### config.mk
export PLATFORM = sky130hd
export DESIGN_NAME = phy_port_mgr
export DESIGN_NICKNAME = d
export VERILOG_FILES = /design/src/rtl/ppm_pkg.sv /design/src/rtl/ppm_addr_shadow.sv /design/src/rtl/ppm_tick_timer.sv /design/src/rtl/ppm_resolver.sv /design/src/rtl/phy_port_mgr.sv
export SDC_FILE = /design/constraint.sdc
export NUM_CORES = 1
export LEC_CHECK = 0
export BUFFER_PORTS_ARGS = -buffer_cell sky130_fd_sc_hd__buf_2
export CORE_MARGIN = 2
export CORE_UTILIZATION = 35
export CTS_CLUSTER_DIAMETER = 40
export DETAILED_ROUTE_END_ITERATION = 16
export GPL_TIMING_DRIVEN = 0
export SLEW_MARGIN = 20
export SYNTH_ARGS = -nofsm -noshare
export SYNTH_HDL_FRONTEND = slang
export SYNTH_SLANG_ARGS = --single-unit
### constraint.sdc
create_clock -name clk -period 2.9 [get_ports clk]
set_clock_uncertainty 0.1 [all_clocks]
set_input_delay 0.29 -clock clk [delete_from_list [all_inputs] [get_ports clk]]
set_output_delay 0.29 -clock clk [all_outputs]
set_load 0.03 [all_outputs]
### src/rtl/ppm_pkg.sv
package ppm_pkg;

    localparam int ADDR_W = 5;
    localparam int DATA_W = 16;
    localparam int ABIL_W = 5;
    localparam int ABIL_LO = 5;
    localparam int ABIL_HI = ABIL_LO + ABIL_W - 1;

    localparam logic [ADDR_W-1:0] REG_CTRL = 5'd0;
    localparam logic [ADDR_W-1:0] REG_STAT = 5'd1;
    localparam logic [ADDR_W-1:0] REG_ADV  = 5'd4;
    localparam logic [ADDR_W-1:0] REG_LPA  = 5'd5;

    localparam int STAT_LINK   = 2;
    localparam int STAT_ANABLE = 3;
    localparam int CTRL_SPEED  = 13;
    localparam int CTRL_ANEN   = 12;
    localparam int CTRL_ANRST  = 9;
    localparam int CTRL_DUPLEX = 8;

    typedef enum logic [3:0] {
        S_IDLE, S_ST_A, S_ST_B, S_WR_CTRL, S_LNK_A, S_LNK_B,
        S_RD_ADV, S_RD_LPA, S_MON_WAIT, S_MON_A, S_MON_B, S_FAIL_WAIT
    } mgr_state_e;

    typedef struct packed {
        logic       up;
        logic       fail;
        logic [1:0] mode;
    } link_res_t;

    typedef struct packed {
        logic              wr;
        logic [ADDR_W-1:0] regad;
        logic [DATA_W-1:0] wdata;
    } mdio_cmd_t;

    // common: [4]=T4 [3]=100 full [2]=100 half [1]=10 full [0]=10 half
    function automatic logic [2:0] resolve_mode(input logic [ABIL_W-1:0] common);
        if (common[3])      return 3'b1_11;
        else if (common[4]) return 3'b1_10;
        else if (common[2]) return 3'b1_10;
        else if (common[1]) return 3'b1_01;
        else if (common[0]) return 3'b1_00;
        else                return 3'b0_00;
    endfunction

    function automatic logic [DATA_W-1:0] ctrl_word(input logic an, input logic spd,
                                                    input logic fdx);
        logic [DATA_W-1:0] v;
        v = '0;
        if (an) begin
            v[CTRL_ANEN]  = 1'b1;
            v[CTRL_ANRST] = 1'b1;
        end else begin
            v[CTRL_SPEED]  = spd;
            v[CTRL_DUPLEX] = fdx;
        end
        return v;
    endfunction

endpackage

### src/rtl/ppm_addr_shadow.sv
module ppm_addr_shadow #(
    parameter int AW = 5
) (
    input  logic          clk,
    input  logic          rst,
    input  logic          load_done,
    input  logic [AW-1:0] addr_in,
    output logic [AW-1:0] addr_q,
    output logic          valid
);
    always_ff @(posedge clk) begin
        if (rst) begin
            addr_q <= '0;
            valid  <= 1'b0;
        end else if (load_done && !valid) begin
            addr_q <= addr_in;
            valid  <= 1'b1;
        end
    end
endmodule

### src/rtl/ppm_tick_timer.sv
module ppm_tick_timer #(
    parameter int TICK_DIV = 100000,
    parameter int CNT_W    = 12
) (
    input  logic             clk,
    input  logic             rst,
    input  logic             clr,
    input  logic [CNT_W-1:0] limit,
    output logic             expired
);
    localparam int PRE_W = (TICK_DIV > 1) ? $clog2(TICK_DIV) : 1;
    localparam logic [PRE_W-1:0] PRE_LAST = PRE_W'(TICK_DIV - 1);

    logic [PRE_W-1:0] pre;
    logic [CNT_W-1:0] ticks;

    always_ff @(posedge clk) begin
        if (rst || clr) begin
            pre   <= '0;
            ticks <= '0;
        end else if (ticks < limit) begin
            if (pre == PRE_LAST) begin
                pre   <= '0;
                ticks <= ticks + 1'b1;
            end else begin
                pre <= pre + 1'b1;
            end
        end
    end

    assign expired = (ticks >= limit);
endmodule

### src/rtl/ppm_resolver.sv
module ppm_resolver
    import ppm_pkg::*;
(
    input  logic [ABIL_W-1:0] adv_abil,
    input  logic [ABIL_W-1:0] lpa_abil,
    output logic              ok,
    output logic [1:0]        mode
);
    logic [2:0] pick;
    always_comb begin
        pick = resolve_mode(adv_abil & lpa_abil);
        ok   = pick[2];
        mode = pick[1:0];
    end
endmodule

### src/rtl/phy_port_mgr.sv
module phy_port_mgr
    import ppm_pkg::*;
#(
    parameter int TICK_DIV      = 100000,
    parameter int POLL_TICKS    = 900,
    parameter int LINK_TO_TICKS = 3000
) (
    input  logic              clk,
    input  logic              rst,
    input  logic              auto_sel_en,
    input  logic              sw_override,
    input  logic              phy_present,
    input  logic              cfg_load_done,
    input  logic [ADDR_W-1:0] cfg_phy_addr,
    input  logic              force_an_en,
    input  logic              force_100,
    input  logic              force_fdx,
    output logic              mdio_req,
    output logic              mdio_wr,
    output logic [ADDR_W-1:0] mdio_phy,
    output logic [ADDR_W-1:0] mdio_reg,
    output logic [DATA_W-1:0] mdio_wdata,
    input  logic              mdio_ack,
    input  logic [DATA_W-1:0] mdio_rdata,
    output logic              addr_valid,
    output logic [1:0]        res_mode,
    output logic              link_up,
    output logic              link_fail,
    output logic              res_upd,
    output logic              link_down_evt
);
    localparam int MAXT  = (POLL_TICKS > LINK_TO_TICKS) ? POLL_TICKS : LINK_TO_TICKS;
    localparam int CNT_W = $clog2(MAXT + 1);

    mgr_state_e        state;
    logic              active;
    logic              xfer_done;
    logic              link_bit;
    logic              an_path;
    logic [1:0]        forced_mode;
    logic [ABIL_W-1:0] adv_q;
    logic              tmr_clr;
    logic              tmr_exp;
    logic              timer_done;
    logic [CNT_W-1:0]  tmr_limit;
    logic              is_txn;
    mdio_cmd_t         cmd_c;
    link_res_t         res_q;
    link_res_t         res_nx;
    logic              res_set;
    logic              rs_ok;
    logic [1:0]        rs_mode;
    logic              unused_rdata_bits;

    assign active     = auto_sel_en && !sw_override;
    assign xfer_done  = mdio_req && mdio_ack;
    assign link_bit   = mdio_rdata[STAT_LINK];
    assign timer_done = tmr_exp && !tmr_clr;
    assign unused_rdata_bits = ^{mdio_rdata[DATA_W-1:ABIL_HI+1], mdio_rdata[4],
                                 mdio_rdata[1:0]};

    assign res_mode  = res_q.mode;
    assign link_up   = res_q.up;
    assign link_fail = res_q.fail;

    ppm_addr_shadow #(.AW(ADDR_W)) u_shadow (
        .clk       (clk),
        .rst       (rst),
        .load_done (cfg_load_done),
        .addr_in   (cfg_phy_addr),
        .addr_q    (mdio_phy),
        .valid     (addr_valid)
    );

    assign tmr_limit = (state == S_LNK_A || state == S_LNK_B) ?
                       CNT_W'(LINK_TO_TICKS) : CNT_W'(POLL_TICKS);

    ppm_tick_timer #(.TICK_DIV(TICK_DIV), .CNT_W(CNT_W)) u_timer (
        .clk     (clk),
        .rst     (rst),
        .clr     (tmr_clr),
        .limit   (tmr_limit),
        .expired (tmr_exp)
    );

    ppm_resolver u_resolve (
        .adv_abil (adv_q),
        .lpa_abil (mdio_rdata[ABIL_HI:ABIL_LO]),
        .ok       (rs_ok),
        .mode     (rs_mode)
    );

    // Command belonging to each transaction state
    always_comb begin
        is_txn = 1'b1;
        cmd_c  = '{wr: 1'b0, regad: REG_STAT, wdata: '0};
        case (state)
            S_ST_A, S_ST_B, S_LNK_A, S_LNK_B, S_MON_A, S_MON_B: ;
            S_WR_CTRL: cmd_c = '{wr: 1'b1, regad: REG_CTRL,
                                 wdata: ctrl_word(an_path, forced_mode[1], forced_mode[0])};
            S_RD_ADV:  cmd_c.regad = REG_ADV;
            S_RD_LPA:  cmd_c.regad = REG_LPA;
            default:   is_txn = 1'b0;
        endcase
    end

    // Result produced by a completed transaction
    always_comb begin
        res_set = 1'b0;
        res_nx  = res_q;
        if (xfer_done) begin
            case (state)
                S_LNK_B: begin
                    if (link_bit && !an_path) begin
                        res_set = 1'b1;
                        res_nx  = '{up: 1'b1, fail: 1'b0, mode: forced_mode};
                    end else if (!link_bit && timer_done) begin
                        res_set = 1'b1;
                        res_nx  = '{up: 1'b0, fail: 1'b1, mode: 2'b00};
                    end
                end
                S_RD_LPA: begin
                    res_set = 1'b1;
                    res_nx  = rs_ok ? '{up: 1'b1, fail: 1'b0, mode: rs_mode}
                                    : '{up: 1'b0, fail: 1'b1, mode: 2'b00};
                end
                S_MON_B: begin
                    if (!link_bit) begin
                        res_set = 1'b1;
                        res_nx  = '{up: 1'b0, fail: 1'b0, mode: 2'b00};
                    end
                end
                default: ;
            endcase
        end
    end

    always_ff @(posedge clk) begin
        if (rst) begin
            state         <= S_IDLE;
            mdio_req      <= 1'b0;
            mdio_wr       <= 1'b0;
            mdio_reg      <= '0;
            mdio_wdata    <= '0;
            an_path       <= 1'b0;
            forced_mode   <= 2'b00;
            adv_q         <= '0;
            tmr_clr       <= 1'b0;
            res_q         <= '0;
            res_upd       <= 1'b0;
            link_down_evt <= 1'b0;
        end else begin
            tmr_clr       <= 1'b0;
            res_upd       <= 1'b0;
            link_down_evt <= 1'b0;
            if (res_set) begin
                res_q   <= res_nx;
                res_upd <= (res_nx != res_q);
            end
            if (!active && !mdio_req) begin
                state <= S_IDLE;
            end else if (is_txn && !mdio_req) begin
                mdio_req   <= 1'b1;
                mdio_wr    <= cmd_c.wr;
                mdio_reg   <= cmd_c.regad;
                mdio_wdata <= cmd_c.wdata;
            end else begin
                if (xfer_done) mdio_req <= 1'b0;
                case (state)
                    S_IDLE:
                        if (active && phy_present && addr_valid) state <= S_ST_A;
                    S_ST_A:
                        if (xfer_done) state <= S_ST_B;
                    S_ST_B:
                        if (xfer_done) begin
                            an_path     <= mdio_rdata[STAT_ANABLE] && force_an_en;
                            forced_mode <= {force_100, force_fdx};
                            state       <= S_WR_CTRL;
                        end
                    S_WR_CTRL:
                        if (xfer_done) begin
                            tmr_clr <= 1'b1;
                            state   <= S_LNK_A;
                        end
                    S_LNK_A:
                        if (xfer_done) state <= S_LNK_B;
                    S_LNK_B:
                        if (xfer_done) begin
                            if (link_bit) begin
                                if (an_path) begin
                                    state <= S_RD_ADV;
                                end else begin
                                    tmr_clr <= 1'b1;
                                    state   <= S_MON_WAIT;
                                end
                            end else if (timer_done) begin
                                tmr_clr <= 1'b1;
                                state   <= S_FAIL_WAIT;
                            end else begin
                                state <= S_LNK_A;
                            end
                        end
                    S_RD_ADV:
                        if (xfer_done) begin
                            adv_q <= mdio_rdata[ABIL_HI:ABIL_LO];
                            state <= S_RD_LPA;
                        end
                    S_RD_LPA:
                        if (xfer_done) begin
                            tmr_clr <= 1'b1;
                            state   <= rs_ok ? S_MON_WAIT : S_FAIL_WAIT;
                        end
                    S_MON_WAIT:
                        if (timer_done) state <= S_MON_A;
                    S_MON_A:
                        if (xfer_done) state <= S_MON_B;
                    S_MON_B:
                        if (xfer_done) begin
                            if (link_bit) begin
                                tmr_clr <= 1'b1;
                                state   <= S_MON_WAIT;
                            end else begin
                                link_down_evt <= 1'b1;
                                state         <= S_ST_A;
                            end
                        end
                    S_FAIL_WAIT:
                        if (timer_done) state <= S_ST_A;
                    default:
                        state <= S_IDLE;
                endcase
            end
        end
    end
endmodule

==> results.py, run 1 <==
metrics = {
    "status": {
        "run_status": "completed",
    },
    "clock_tree": {
        "cts_hold_buf": 0,
        "clock_latency_ns": 0.34,
        "clkTransAtPathRegs_ns": 0.07,
        "cts_root_buffer": "clkbuf_8",
        "htreeDepth": 3,
        "cts_tree": "yes",
        "cts_made_buffers": 9,
        "clockBufferDepth": 2,
        "cts.sinks": 61,
    },
    "yosys": {
        "synthCells": 429,
        "synth-edff-count": 0,
        "ys_ff_latch": 61,
        "ys_seq_area_frac": 0.347,
        "synth-main-ff-cell": "dfxtp_1",
        "ys_types": 70,
        "synth_area_mm2": 0.00351,
        "synth-warning-count": 0,
        "synth_top_area_frac": 0.347,
        "synthTopCellsByArea": "dfxtp_1 35%, nor2_1 6.2%, mux2i_1 5.7%, nand2_1 4.3%, a21oi_1 3.6%",
        "synth_largest_area_cell": "dfxtp_1",
        "syn_area_per_cell_um2": 8.19,
        "async_flop_share": 0,
    },
    "hold_path": {
        "min_path_type": "in -> reg",
    },
    "pwr": {
        "p_switching_w": 0.000423,
        "power_density_mw_per_mm2": 410,
        "clkPwrFrac": 0.441,
        "ir_drop_uv": 200,
        "p_int_w": 0.00133,
        "combPwrFrac": 0.071,
        "switching_share": 0.242,
        "cellLeakagePower_nw": 1.66,
        "pwr-share-seq": 0.488,
        "power_w": 0.00175,
    },
    "global_route": {
        "antenna_found_initial": 0,
        "grt_overflow": 0,
        "grt_use_total": 0.164,
        "grt_pass1_vias": 3063,
        "grt_max_degree": 11,
        "grt_pass1_wl_um": 14600,
    },
    "floorplan": {
        "dieArea_mm2": 0.0109,
        "die_w_um": 104,
        "pin_count": 66,
        "core_area_mm2": 0.00977,
        "initial_core_util": 0.360,
        "die_h_um": 104,
        "rows": 36,
    },
    "critical_path": {
        "worst-path-buf-inv": 3,
        "required_ns": 3.03,
        "arrival_ns": 2.96,
        "critPathLaunchType": "register",
        "critPathSlowestCell": "dfxtp_2",
        "worstSetupEndpointType": "register",
        "path_max_fanout": 10,
        "critPathMaxStageDelay_ns": 0.40,
        "critPathTopFamily": "simple AND/OR/NAND/NOR gates",
        "path_class": "reg -> reg",
        "cpMostUsedCell": "buf_6",
        "crit_chain": "buf_6 -> buf_6 -> nand2_2 -> ha_1 -> and2b_1 -> o2111ai_2 -> a21o_2 -> nand4_2 -> buf_6 -> or3_4 -> mux2i_1",
    },
    "flow_run": {
        "cap_violations": 0,
    },
    "sta": {
        "finalSetupTns_ns": 0,
        "final.min_clock_period_ns": 2.82,
        "drv_slew": 0,
        "worst_pin_slew_ns": 0.755,
        "relSlewSlack": 0.495,
        "finalSetupViolCount": 0,
        "fmax_ghz": 0.354,
        "min_period_over_period": 0.974,
        "hold_viol_final": 0,
    },
    "finish": {
        "largest_reg_flops": 17,
        "area_delta_synth_final_pct": 21.4,
        "nets": 537,
        "top_register": "u_timer.pre",
        "layout-drive-gt1-share": 0.223,
        "antennaDiodeCount": 0,
        "layoutNonFillerInstCount": 635,
        "final_area_mm2": 0.00427,
        "n_fill_cell": 1016,
        "largest_registers": "u_timer.pre x17, u_timer.ticks x12",
    },
    "route": {
        "dr_total_vias": 3277,
        "avgViaCountPerCell": 5.16,
        "drt_wl_total_um": 8600,
        "ant_nets": 0,
        "detail_route.first_pass.iterations": 4,
        "drtIter0Drc": 120,
        "drc": 0,
        "wire_per_inst_um": 13.5,
    },
    "placement": {
        "place.gp.congestion": 0.854,
        "place_inst": 617,
        "dp.final_hpwl_um": 6260,
        "numPortBuffers": 41,
        "dpl_cell_area_mm2": 0.00394,
    },
}
-- worst register-to-register path: cells and delay by family (launching register included) --
family / cells / cell delay (ns)
AND/OR/NAND/NOR: 4 / 0.82
AO/OA/AOI/OAI: 2 / 0.45
adder cells (fa/ha/maj): 1 / 0.32
buffers and inverters: 3 / 0.50
multiplexers: 1 / 0.12
flip-flops: 1 / 0.40
-- layout by cell type, fill, tap and decap left out, types with 8 or more instances in the layout --
| master | netlist | final |
|---|---|---|
| a21oi_1 | 25 | 22 |
| nand2b_1 | 8 | 8 |
| nand2_1 | 40 | 37 |
| nand3_1 | 25 | 25 |
| nor3_1 | 8 | 8 |
| clkbuf_8 | 0 | 11 |
| buf_4 | 16 | 23 |
| mux2i_1 | 20 | 20 |
| clkbuf_1 | 9 | 8 |
| dfxtp_1 | 61 | 59 |
| xnor2_1 | 13 | 13 |
| buf_2 | 8 | 45 |
| o21ai_0 | 8 | 8 |
| nor4_1 | 11 | 10 |
| inv_1 | 11 | 11 |
| conb_1 | 1 | 15 |
| nor2_1 | 58 | 57 |
-- area by class of cell --
| type | count | area [µm²] | share of cell area |
|---|---|---|---|
| multi-input combinational | 333 | 2160 | 0.507 |
| sequential | 61 | 1220 | 0.287 |
| buffer | 37 | 238 | 0.0557 |
| timing repair buffer | 45 | 235 | 0.0551 |
| tap | 133 | 166 | 0.0390 |
| clock buffer | 11 | 151 | 0.0355 |
| clock inverter | 4 | 47.5 | 0.0111 |
| inverter | 11 | 41.3 | 0.00968 |
-- cells by family after synthesis --
logic type               synth area share
multiplexers                       0.0570
XOR/XNOR                           0.0449
adder cells (fa/ha/maj)            0.0285
flip-flops                          0.347
AO/OA/AOI/OAI                       0.160
AND/OR/NAND/NOR                     0.287
buffers and inverters              0.0744
other                             0.00107
-- cells in the mapped netlist (5+ instances only) --
library cell  number
a21oi_1           25
a31oi_1            5
and3_1             5
buf_2              8
buf_4             16
clkbuf_1           9
dfxtp_1           61
ha_1               8
inv_1             11
mux2i_1           20
nand2_1           40
nand2b_1           8
nand3_1           25
nand4_1            6
nor2_1            58
nor3_1             8
nor4_1            11
o21ai_0            8
or3_1              5
xnor2_1           13
xor2_1             5
-- power by group through the flow --
stage | Combinational, W | Clock, W | Sequential, W
global placement | 0.000122 | 0 | 0.000872
finish | 0.000124 | 0.000772 | 0.000853
global route | 0.000136 | 0.000840 | 0.000854
floorplan | 0.0000793 | 0 | 0.000881
detailed placement | 0.000123 | 0 | 0.000872
CTS | 0.000124 | 0.000793 | 0.000853
-- through the flow --
stage / util / worst slack (ns) / hold slack, ns
5_1_grt: 0.436 / -0.0205 / 0.0809
2_1_floorplan: - / 0.0167 / 0.306
3_5_place_dp: 0.403 / -0.647 / 0.366
4_1_cts: 0.427 / 0.0153 / 0.0556
6_report: 0.436 / 0.0753 / 0.0672
3_3_place_gp: 0.403 / -0.591 / 0.360
-- routing by layer --
layer  vias up  wire length [µm]  share of wire  global-route usage
met5         -                 0              0                   0
met2        77              3970           0.46               0.253
met1      1538              4150           0.48               0.225
met4         0               149          0.017              0.0666
met3         9               337          0.039              0.0288
li1       1653                 -              -                   -
-- final timing paths --
check                           start                              to  slack, ns  cells after the start
min                     cfg_load_done     u_shadow.valid$_SDFFE_PP0P_       0.07                      3
max             state[2]$_SDFFE_PP0P_  u_timer.ticks[11]$_SDFFE_PP0P_       0.08                     11
min reg2reg  mdio_reg[2]$_SDFFE_PP0P_        mdio_reg[2]$_SDFFE_PP0P_       0.37                      2
max reg2reg     state[2]$_SDFFE_PP0P_  u_timer.ticks[11]$_SDFFE_PP0P_       0.08                     11
-- timing repair --
action	4_1_cts	5_1_grt
buffers inserted	1	3
resized for setup	10	16
pin swaps	2	4
endpoints found under the setup margin	39	27
Power figures use the tool's default switching activity.
==> inputs of run 2 (changes only) <==
- ABC_AREA: unset -> 1
- CORE_MARGIN: 2 -> unset
- SKIP_CTS_REPAIR_TIMING: unset -> 1
==> results.py, run 2 <==
metrics = {
    "sta": {
        "rsz0062_at_grt": "no",
        "finalSetupTns_ns": 0,
        "hold_viol_final": 0,
        "drv_slew": 0,
        "finalSetupViolCount": 0,
        "final.min_clock_period_ns": 2.63,
        "worst_pin_slew_ns": 0.570,
        "fmax_ghz": 0.380,
        "min_period_over_period": 0.907,
        "relSlewSlack": 0.620,
    },
    "yosys": {
        "ys_seq_area_frac": 0.350,
        "synth-edff-count": 0,
        "synthCells": 505,
        "synth-main-ff-cell": "dfxtp_1",
        "synth_largest_area_cell": "dfxtp_1",
        "ys_ff_latch": 61,
        "synth-warning-count": 0,
        "synth_area_mm2": 0.00348,
        "ys_types": 41,
        "async_flop_share": 0,
        "synth_top_area_frac": 0.350,
        "yosysMostFrequentCell": "nand2_1",
        "syn_area_per_cell_um2": 6.90,
        "yosys-top-cells-count": "93 x nand2_1, 65 x inv_1, 62 x nor2_1",
        "synthTopCellsByArea": "dfxtp_1 35%, nand2_1 10%, inv_1 7.0%, nor2_1 6.7%, a21oi_1 6.6%",
    },
    "route": {
        "avgViaCountPerCell": 4.67,
        "ant_nets": 0,
        "drt_wl_total_um": 7840,
        "detail_route.first_pass.iterations": 6,
        "drtIter0Drc": 136,
        "drc": 0,
        "wire_per_inst_um": 11.1,
        "dr_total_vias": 3311,
    },
    "critical_path": {
        "crit_path_end": "u_timer.pre[10]$_SDFFE_PP0N_",
        "critPathLaunchType": "register",
        "r2r-end": "u_timer.pre[10]$_SDFFE_PP0N_",
        "r2r_start": "state[2]$_SDFFE_PP0P_",
        "r2r_slack_ns": 0.27,
        "path_class": "reg -> reg",
        "arrival_ns": 2.78,
        "r2r_cells": 16,
        "path_max_fanout": 9,
        "required_ns": 3.05,
        "worstSetupEndpointType": "register",
        "critPathLaunch": "state[2]$_SDFFE_PP0P_",
    },
    "status": {
        "run_status": "completed",
    },
    "flow_run": {
        "cap_violations": 0,
    },
    "pwr": {
        "power_density_mw_per_mm2": 460,
        "ir_drop_uv": 249,
        "power_w": 0.00191,
        "cellLeakagePower_nw": 1.72,
    },
    "finish": {
        "final_cell_mix": "93 x nand2_1, 65 x inv_1, 62 x nor2_1",
        "largest_reg_flops": 17,
        "top_register": "u_timer.pre",
        "largest_registers": "u_timer.pre x17, u_timer.ticks x12",
        "layoutNonFillerInstCount": 709,
        "final_area_mm2": 0.00415,
        "layout-drive-gt1-share": 0.186,
        "antennaDiodeCount": 0,
        "final_common_cell": "nand2_1",
        "nets": 610,
        "area_delta_synth_final_pct": 19.1,
    },
    "clock_tree": {
        "cts_root_buffer": "clkbuf_8",
        "cts_made_buffers": 9,
        "clkTransAtPathRegs_ns": 0.07,
        "cts_tree": "yes",
        "clock_latency_ns": 0.35,
        "htreeDepth": 3,
        "cts.sinks": 61,
        "clockBufferDepth": 2,
    },
    "floorplan": {
        "initial_core_util": 0.358,
        "pin_count": 66,
        "dieArea_mm2": 0.0104,
        "die_h_um": 102,
        "die_w_um": 102,
        "rows": 36,
        "core_area_mm2": 0.00973,
    },
    "placement": {
        "numPortBuffers": 41,
        "dp.final_hpwl_um": 6150,
        "dpl_cell_area_mm2": 0.00391,
        "place_inst": 693,
        "place.gp.congestion": 0.871,
    },
    "hold_path": {
        "min_path_type": "in -> reg",
    },
    "global_route": {
        "grt_max_degree": 11,
        "grt_use_total": 0.165,
        "antenna_found_initial": 0,
        "grt_pass1_wl_um": 13400,
        "grt_pass1_vias": 2950,
        "grt_overflow": 0,
    },
}
==> run 2: through the flow <==
step / util / setup WS, ns / hold slack, ns
2_1_floorplan: - / 0.608 / 0.306
3_5_place_dp: 0.402 / 0.245 / 0.342
6_report: 0.426 / 0.270 / 0.0624
3_3_place_gp: 0.402 / 0.291 / 0.333
4_1_cts: 0.426 / 0.227 / 0.0520
5_1_grt: 0.426 / 0.00860 / 0.0747
==> run 2: area by class of cell <==
cell class	instances	area [µm²]
inverter	70	268
timing repair buffer	41	205
clock inverter	4	95.1
tap	133	166
fill	1042	5580
sequential	61	1220
clock buffer	12	145
multi-input combinational	368	1910
buffer	20	138
==> run 2: power breakdown <==
group	switching (W)	internal (W)
Combinational	0.0000840	0.0000419
Clock	0.000336	0.000594
Sequential	0.00000690	0.000848
==> run 2: layer usage <==
layer,part of all wire,global-route usage,vias up
li1,-,-,1768
met1,0.50,0.216,1458
met2,0.43,0.260,74
met3,0.052,0.0345,11
met4,0.019,0.0769,0
met5,0,0,-
==> run 2: worst min path at each step <==
stage                             startpoint                         endpoint  slack, ns  depth (start not counted)
floorplan                      cfg_load_done      u_shadow.valid$_SDFFE_PP0P_       0.31                          2
global placement    mdio_reg[0]$_SDFFE_PP0P_         mdio_reg[0]$_SDFFE_PP0P_       0.33                          2
detailed placement  mdio_reg[0]$_SDFFE_PP0P_         mdio_reg[0]$_SDFFE_PP0P_       0.34                          2
CTS                            cfg_load_done      u_shadow.valid$_SDFFE_PP0P_       0.05                          3
global route                 cfg_phy_addr[4]  u_shadow.addr_q[4]$_SDFFE_PP0P_       0.07                          3
finish                         cfg_load_done      u_shadow.valid$_SDFFE_PP0P_       0.06                          3
==> run 2: critical path, stage by stage (launching register included) <==
cell and delay (ns):
dfxtp_1 0.41, nand2_2 0.14, inv_1 0.10, nand2_1 0.16, ha_1 0.35, nand2_1 0.08, nand2_1 0.08, a21oi_4 0.20
nand2_4 0.14, inv_6 0.11, nand3_4 0.08, nor2_4 0.13, nand2_2 0.09, nor3_4 0.16, nand3_1 0.09, nand2_1 0.06
nor2_1 0.04
==> run 2: kinds of logic (layout without fill, tap and decap cells) <==
family          after synthesis  count (layout)  share of synthesized area
simple gates                245             245                      0.340
xor+xnor                      5               5                     0.0126
compound gates               95              95                      0.150
buf+inv                      90             147                      0.116
other cells                   1              15                    0.00108
fa+ha+maj                     8               8                     0.0287
flops                        61              61                      0.350
==> inputs of run 3 (changes only) <==
- HOLD_SLACK_MARGIN: unset -> 0.1
==> results.py, run 3 (synthesis gave the netlist of run 2 again) <==
metrics = {
    "status": {
        "run_status": "completed",
    },
    "finish": {
        "n_fill_cell": 1035,
        "final_cell_mix": "93 x nand2_1, 65 x inv_1, 62 x nor2_1",
        "antennaDiodeCount": 0,
        "layoutNonFillerInstCount": 713,
        "layout-drive-gt1-share": 0.184,
        "area_delta_synth_final_pct": 20.2,
        "largest_registers": "u_timer.pre x17, u_timer.ticks x12",
        "final_core_utilization": 0.431,
        "top_register": "u_timer.pre",
        "nets": 614,
        "largest_reg_flops": 17,
        "final_common_cell": "nand2_1",
    },
    "pwr": {
        "ir_drop_uv": 252,
        "power_density_mw_per_mm2": 459,
        "cellLeakagePower_nw": 1.74,
    },
    "critical_path": {
        "critPathLaunchType": "register",
        "arrival_ns": 2.78,
        "cpMostUsedCell": "nand2_1",
        "path_class": "reg -> reg",
        "critPathSlowestCell": "dfxtp_1",
        "critPathMaxStageDelay_ns": 0.41,
        "path_max_fanout": 9,
        "worstSetupEndpointType": "register",
        "crit_chain": "nand2_2 -> inv_1 -> nand2_1 -> ha_1 -> nand2_1 -> nand2_1 -> a21oi_4 -> nand2_4 -> inv_6 -> nand3_4 -> nor2_4 -> nand2_2 -> nor3_4 -> nand3_1 -> nand2_1 -> nor2_1",
        "required_ns": 3.05,
    },
    "global_route": {
        "use_met3": 0.0345,
        "grt_max_degree": 11,
        "grt_pass1_wl_um": 13400,
        "grtUsageMet1": 0.216,
        "grt.busiest_layer": "met2",
        "grt_overflow": 0,
        "antenna_found_initial": 0,
        "use_met2": 0.260,
        "grt_pass1_vias": 2950,
        "grt_use_total": 0.165,
    },
    "floorplan": {
        "die_h_um": 102,
        "dieArea_mm2": 0.0104,
        "die_w_um": 102,
        "initial_core_util": 0.358,
        "pin_count": 66,
        "core_area_mm2": 0.00973,
        "rows": 36,
    },
    "flow_run": {
        "cap_violations": 0,
    },
    "sta": {
        "finalSetupTns_ns": 0,
        "holdWs_ns": 0.0669,
        "relSlewSlack": 0.613,
        "hold_viol_final": 0,
        "drv_slew": 0,
        "worst_pin_slew_ns": 0.580,
        "final.min_clock_period_ns": 2.63,
        "fmax_ghz": 0.380,
        "finalSetupViolCount": 0,
        "rsz0062_at_grt": "no",
        "min_period_over_period": 0.908,
    },
    "clock_tree": {
        "cts.sinks": 61,
        "clockBufferDepth": 2,
        "cts_made_buffers": 9,
        "cts_root_buffer": "clkbuf_8",
        "clock_latency_ns": 0.35,
        "htreeDepth": 3,
        "clkTransAtPathRegs_ns": 0.07,
        "cts_tree": "yes",
    },
    "placement": {
        "place_inst": 693,
        "dp.final_hpwl_um": 6150,
        "numPortBuffers": 41,
        "place.gp.congestion": 0.871,
    },
    "route": {
        "drt_wl_total_um": 7920,
        "drtIter0Drc": 136,
        "dr_total_vias": 3361,
        "ant_nets": 0,
        "drc": 0,
        "avgViaCountPerCell": 4.71,
        "detail_route.first_pass.iterations": 4,
        "wire_per_inst_um": 11.1,
    },
    "hold_path": {
        "min_path_type": "in -> reg",
    },
}
## run 3: cell count changes in the layout (fill, tap and decap cells not counted), sizes merged
cell,delta
dlygate4sd3,+4
## run 3: worst paths after layout
kind | to | from | cells after the start | slack (ns)
setup / recovery | u_timer.pre[10]$_SDFFE_PP0N_ | state[2]$_SDFFE_PP0P_ | 16 | 0.27
hold / removal | u_shadow.addr_q[0]$_SDFFE_PP0P_ | cfg_phy_addr[0] | 3 | 0.07
setup reg to reg | u_timer.pre[10]$_SDFFE_PP0N_ | state[2]$_SDFFE_PP0P_ | 16 | 0.27
hold reg to reg | mdio_reg[0]$_SDFFE_PP0P_ | mdio_reg[0]$_SDFFE_PP0P_ | 2 | 0.35
## run 3: layout make-up
class / instances / area, µm² / share of cell area
clock buffers: 12 / 145 / 0.0346
repair buffers: 45 / 245 / 0.0585
well taps: 133 / 166 / 0.0397
flip-flops and latches: 61 / 1220 / 0.292
plain buffers: 20 / 138 / 0.0329
clock inverters: 4 / 95.1 / 0.0227
multi-input cells: 368 / 1910 / 0.456
inverters: 70 / 268 / 0.0639
## run 3: layer usage
metal,part of all wire,vias up
li1,-,1780
met1,0.50,1483
met2,0.43,84
met3,0.052,14
met4,0.020,0
met5,0,-
## run 3: report_power, final
part	total, W	switching (W)	internal, W
Clock	0.000938	0.000344	0.000594
Sequential	0.000855	0.00000697	0.000848
Combinational	0.000130	0.0000846	0.0000454
Total	0.00192	0.000435	0.00149
## run 3: through the flow
stage	setup WS (ns)	power, W	instance area [µm²]
6_report	0.266	0.00192	4190
5_1_grt	0.00860	0.00199	4190
4_1_cts	0.227	0.00193	4150
3_5_place_dp	0.245	0.00100	3910
3_3_place_gp	0.291	0.000998	3910
2_1_floorplan	0.608	0.000964	3540
## run 3: critical path: cells and delay by family, from the launching register on
| kind | cells | cell delay, ns |
|---|---|---|
| and+or+nand+nor | 12 | 1.25 |
| adders and majority gates | 1 | 0.35 |
| DFF | 1 | 0.41 |
| AOI/OAI and AO/OA | 1 | 0.20 |
| buffers and inverters | 2 | 0.21 |
